**config.mk**
```make
export PLATFORM = sky130hd
export DESIGN_NAME = zt_sram
export DESIGN_NICKNAME = d
export VERILOG_FILES = /design/src/rtl/zt_sram.sv
export SDC_FILE = /design/constraint.sdc
export NUM_CORES = 1
export LEC_CHECK = 0
export CORE_MARGIN = 4
export CORE_UTILIZATION = 60
export DETAILED_ROUTE_END_ITERATION = 12
export DONT_BUFFER_PORTS = 1
export PLACE_DENSITY = 0.83
export SYNTH_ARGS = -nofsm -noshare
export SYNTH_HDL_FRONTEND = slang
export SYNTH_SLANG_ARGS = --single-unit
```
**constraint.sdc**
```tcl
create_clock -name clk -period 8.2 [get_ports clk]
set_clock_uncertainty 0.1 [all_clocks]
set_input_delay 2.46 -clock clk [delete_from_list [all_inputs] [get_ports clk]]
set_output_delay 2.46 -clock clk [all_outputs]
set_load 0.01 [all_outputs]
```
**src/rtl/zt_sram.sv**
```systemverilog
module zt_sram #(
  parameter int LANES  = 2,
  parameter int LANE_W = 9,
  parameter int DEPTH  = 64
) (
  input  logic                            clk,
  input  logic                            rst_n,
  input  logic                            flow_n,
  input  logic                            burst_ilv,
  input  logic                            sleep,
  input  logic                            out_en_n,
  input  logic                            clk_en_n,
  input  logic                            burst_go,
  input  logic                            wr_n,
  input  logic                            sel_a_n,
  input  logic                            sel_b,
  input  logic                            sel_c_n,
  input  logic [$clog2(DEPTH)-1:0]        addr,
  input  logic [LANES-1:0]                lane_wr_n,
  input  logic [LANES*LANE_W-1:0]         wdata,
  output logic [LANES*LANE_W-1:0]         rdata,
  output logic                            rdata_oe
);
  localparam int DW = LANES * LANE_W;
  localparam int AW = $clog2(DEPTH);

  typedef enum logic [1:0] {K_IDLE, K_RD, K_WR} kind_t;

  logic [DW-1:0] mem [DEPTH];

  logic          en;
  logic          picked;
  kind_t         burst_k, cmd_k;
  logic [AW-1:0] base, cmd_a;
  logic [1:0]    cnt, nxt, low;

  logic             s1_rd, s1_wr, s2_rd, s2_wr;
  logic [AW-1:0]    s1_a, s2_a;
  logic [LANES-1:0] s1_m, s2_m;
  logic [DW-1:0]    q_reg, q_next;

  logic             wr_go;
  logic [AW-1:0]    wa;
  logic [LANES-1:0] wm;

  assign en     = !clk_en_n && !sleep;
  assign picked = !sel_a_n && sel_b && !sel_c_n;
  assign nxt    = cnt + 2'd1;
  assign low    = burst_ilv ? (base[1:0] ^ nxt) : (base[1:0] + nxt);
  assign cmd_k  = burst_go ? burst_k : (picked ? (wr_n ? K_RD : K_WR) : K_IDLE);
  assign cmd_a  = burst_go ? {base[AW-1:2], low} : addr;

  always_ff @(posedge clk or negedge rst_n)
    if (!rst_n) begin
      burst_k <= K_IDLE;
      base    <= '0;
      cnt     <= '0;
    end else if (en) begin
      if (!burst_go) begin
        burst_k <= cmd_k;
        base    <= addr;
        cnt     <= '0;
      end else begin
        cnt     <= nxt;
      end
    end

  always_ff @(posedge clk or negedge rst_n)
    if (!rst_n) begin
      s1_rd <= 1'b0; s1_wr <= 1'b0; s1_a <= '0; s1_m <= '0;
      s2_rd <= 1'b0; s2_wr <= 1'b0; s2_a <= '0; s2_m <= '0;
    end else if (en) begin
      s1_rd <= (cmd_k == K_RD);
      s1_wr <= (cmd_k == K_WR);
      s1_a  <= cmd_a;
      s1_m  <= ~lane_wr_n;
      s2_rd <= s1_rd;
      s2_wr <= s1_wr;
      s2_a  <= s1_a;
      s2_m  <= s1_m;
    end

  assign wr_go = en && (flow_n ? s2_wr : s1_wr);
  assign wa    = flow_n ? s2_a : s1_a;
  assign wm    = flow_n ? s2_m : s1_m;

  always_ff @(posedge clk)
    if (wr_go)
      for (int i = 0; i < LANES; i++)
        if (wm[i]) mem[wa][i*LANE_W +: LANE_W] <= wdata[i*LANE_W +: LANE_W];

  always_comb
    for (int i = 0; i < LANES; i++)
      q_next[i*LANE_W +: LANE_W] = (s2_wr && s2_m[i] && s2_a == s1_a)
                                   ? wdata[i*LANE_W +: LANE_W]
                                   : mem[s1_a][i*LANE_W +: LANE_W];

  always_ff @(posedge clk)
    if (en) q_reg <= q_next;

  assign rdata    = flow_n ? q_reg : mem[s1_a];
  assign rdata_oe = !sleep && !out_en_n && (flow_n ? s2_rd : s1_rd);
endmodule

```
==> impl_results.md <==
- Post-DP HPWL: 67900 um
- Starting DRT DRC Count: 4149
- # resized after CTS: 0
- Starting Density: 60.6%
- First-pass GRT wire length: 168000 um
- Pre-antenna DRT Iters: 7
- Sequential standard cell area: ~0.036 mm2
- FP Rows: 103
- Net Count, Synth: 2798
- Final setup violation count: 0
- Final Slew Violations: 0
- Worst setup EP type: primary output
- Cells on worst reg2reg path: 5
- Yosys top cell by area: edfxtp_1
- P&R area growth vs syn: 8.53%
- Data arrival, critical path: 4.55 ns
- Remaining Overflow, GRT: 0
- Layout cells sized above 1: 9.52%
- Util after Layout: 65.8%
- Root Buffer: clkbuf_16
- Seq cells post-synth: 1200
- HP Class: flop to flop
- Placed Instances: 3673
- ANT nets after route: 0
- Clock network fraction of total power: 36.5%
- Internal power: 10.3 mW
- Sw power: 3.38 mW
- Post-CTS setup buffer count: 0
- Worst-skew pair later-pin latency: 0.68 ns
- Setup TNS Final: 0 ns
- Sw Ratio: between 20% and 30%
- Startpoint Class: flop
- H-tree levels: 3
- Clock-pin slew on the worst setup and hold paths: 0.06 ns
- Die area: 0.0844 mm2
- Multi-input logic area: around 0.011 mm2
- Max reg flops: 1152
- Post-layout min period: 7.11 ns
- Port bufs: 0
- Gate power share: 13.1%
- Filler instances: 4850
- Initial antenna violation count: 3
- TritonCTS clock tree: built
- Fin crit share: approximately 87%
- Worst-Margin Slew: 1.32 ns
- Cells after synthesis: about 2800
- Num CTS Buffers: 108
- Post-Route WL: 114000 um
- Post-CTS Hold Buffers: 0
- Ys flop type: edfxtp_1
- Core area: 0.0790 mm2
- Final net count: 2772
- Final Hold Fails: 0
- EDFF count, synth: about 1200
- Crit path max fanout: 101
- Clk buf depth: 3
- VDD IR max: 0.170 mV
- Avg Inst Size Synth: 17.4 um2
- MaxCap Viol Count: 0
- DR WL/cell: 29.5 um
- Status: completed
- Asr flop ratio synth: 2.50%
- Register area share after synthesis: 74.9%
- Max Freq: 141 MHz
- Total Routing Usage GR: about a quarter
- DRC viols: 0
- Leakage: 16.8 nW
- Pwr Density: 263 mW/mm2
- Max_slew headroom: about an eighth
- Share of Yosys cell area claimed by the top area cell type: 73.3%
- Total clock sinks: 1200
- Largest net degree at the start of global routing: 112
- Synth cell types: 61
- Hold WS: 0.383 ns
- Synth warn: 0
- Hold depth: 2
- RSZ-0062 raised after global routing: false
- Critical path class: flop to primary output
- Vias per cell: 6.75
- Vias in the first global route: 26200
- DIE HEIGHT: 291 um
- Area contributors post-synth: edfxtp_1, mux2i_1, a22oi_1
- Reg power frac: 50.4%
- Routability congestion estimate: 0.911
- I/O pin total: 57
- Post-Syn Area: 0.0479 mm2
- Worst Path Required: 5.64 ns
- Routed vias: 26100
- Die W: between 200 and 300 um
- Fin cells: 3865
[power groups by stage]
stage	Combinational, mW	Sequential, mW	Clock [mW]
after floorplan	1.30	6.93	0
after global placement	1.68	7.00	0
after detailed placement	1.72	7.00	0
after CTS	1.74	6.87	4.99
after global routing	1.85	6.87	5.28
final	1.79	6.87	4.98
[through the flow]
stage | power, mW | worst slack (ns) | cell area (um2)
floorplan | 8.23 | 2.18 | 47900
global placement | 8.67 | 2.01 | 48500
detailed placement | 8.72 | 1.94 | 48500
CTS | 13.6 | 1.24 | 52000
global route | 14.0 | 1.09 | 52000
finish | 13.6 | 1.09 | 52000
[final cells by class]
cell class | count | share of cell area [%]
sequential | 1200 | 69.0
clock inverter | 49 | 0.994
multi-input combinational | 1389 | 21.2
tap | 1050 | 2.53
clock buffer | 142 | 5.69
timing repair buffer | 25 | 0.481
antenna | 1 | 0.00481
inverter | 9 | 0.0650
[metal layers]
layer  up-vias  GRT usage [%]  share of wire [%]
met1     13100           34.7                 36
met4         0           10.5                4.4
met2      1723           43.7                 49
li1      11000              -                  -
met5         -              0                  0
met3       341           6.30                 11
[critical path, cell delays in order, from the launching register on]
cell and delay (ns):
dfrtp_4 1.06, buf_12 0.51, mux2i_1 0.24, a22oi_2 0.24, nand4_1 0.24, a221o_1 0.43, o31ai_1 0.88
[cell usage in the layout, fill, tap and decap left out, types with 3 or more instances in the layout]
master     synthesis  routed
nand4_1           23      23
o22ai_1           48      48
buf_4             51      20
a31oi_1            4       4
clkinv_2           0      21
a221o_1           15      15
buf_12             0       5
nor2_1           159     158
nor4_1            18      18
a22o_1             4       4
edfxtp_1        1170    1170
a32o_1             3       3
mux2_2            30      30
clkinv_1           1      15
clkbuf_1          43      27
nand2b_1           4       4
xnor2_1            9       9
nand4bb_1          3       3
a21oi_1           33      33
and4_1            13      13
inv_1              8       8
o21ai_0           20      20
a22oi_1          182     182
nor2b_1           17      14
a22oi_2           10      10
mux2i_1          526     526
a2bb2oi_1          3       3
nand3_1           42      42
and4_4             5       5
o31ai_1           24      24
bufinv_16          0      10
and2_1             4       3
dfrtp_1           30      27
or3_1              3       3
nand2_1          121     121
o31ai_2            7       7
mux4_2            22      22
a211oi_1           6       6
clkbuf_16          0     113
[cell usage after synthesis (5+ instances only)]
master and number:
edfxtp_1 1170, mux2i_1 526, a22oi_1 182, nor2_1 159, nand2_1 121, buf_4 51, o22ai_1 48, buf_2 46
clkbuf_1 43, nand3_1 42, a21oi_1 33, dfrtp_1 30, mux2_2 30, o31ai_1 24, nand4_1 23, mux4_2 22
o21ai_0 20, nor4_1 18, nor2b_1 17, buf_6 16, a221o_1 15, and4_1 13, a22oi_2 10, xnor2_1 9
inv_1 8, o31ai_2 7, a211oi_1 6, and4_4 5
[kinds of logic after synthesis]
| group | count (synthesis) | share of synthesized area, % |
|---|---|---|
| xor gates and xnor gates | 9 | 0.165 |
| buffers and inverters | 170 | 2.13 |
| and+or+nand+nor | 435 | 4.42 |
| adders and majority gates | 1 | 0.0261 |
| DFF | 1200 | 74.9 |
| muxes | 578 | 12.7 |
| AOI/OAI and AO/OA | 366 | 5.62 |
[final timing paths]
| path | startpoint | endpoint | slack (ns) |
|---|---|---|---|
| worst max-delay path | s1_a[2]$_DFFE_PN0P_ | rdata[10] | 1.09 |
| worst min-delay path | s2_rd$_DFFE_PN0P_ | s2_rd$_DFFE_PN0P_ | 0.38 |
| worst max register to register | s1_a[2]$_DFFE_PN0P_ | mem[20][16]$_DFFE_PP_ | 3.65 |
| worst min register to register | s2_rd$_DFFE_PN0P_ | s2_rd$_DFFE_PN0P_ | 0.38 |
| max in group asynchronous | rst_n | s1_a[2]$_DFFE_PN0P_ | 6.51 |
| min in group asynchronous | rst_n | s2_a[2]$_DFFE_PN0P_ | 1.37 |
Power figures use the tool's default switching activity.
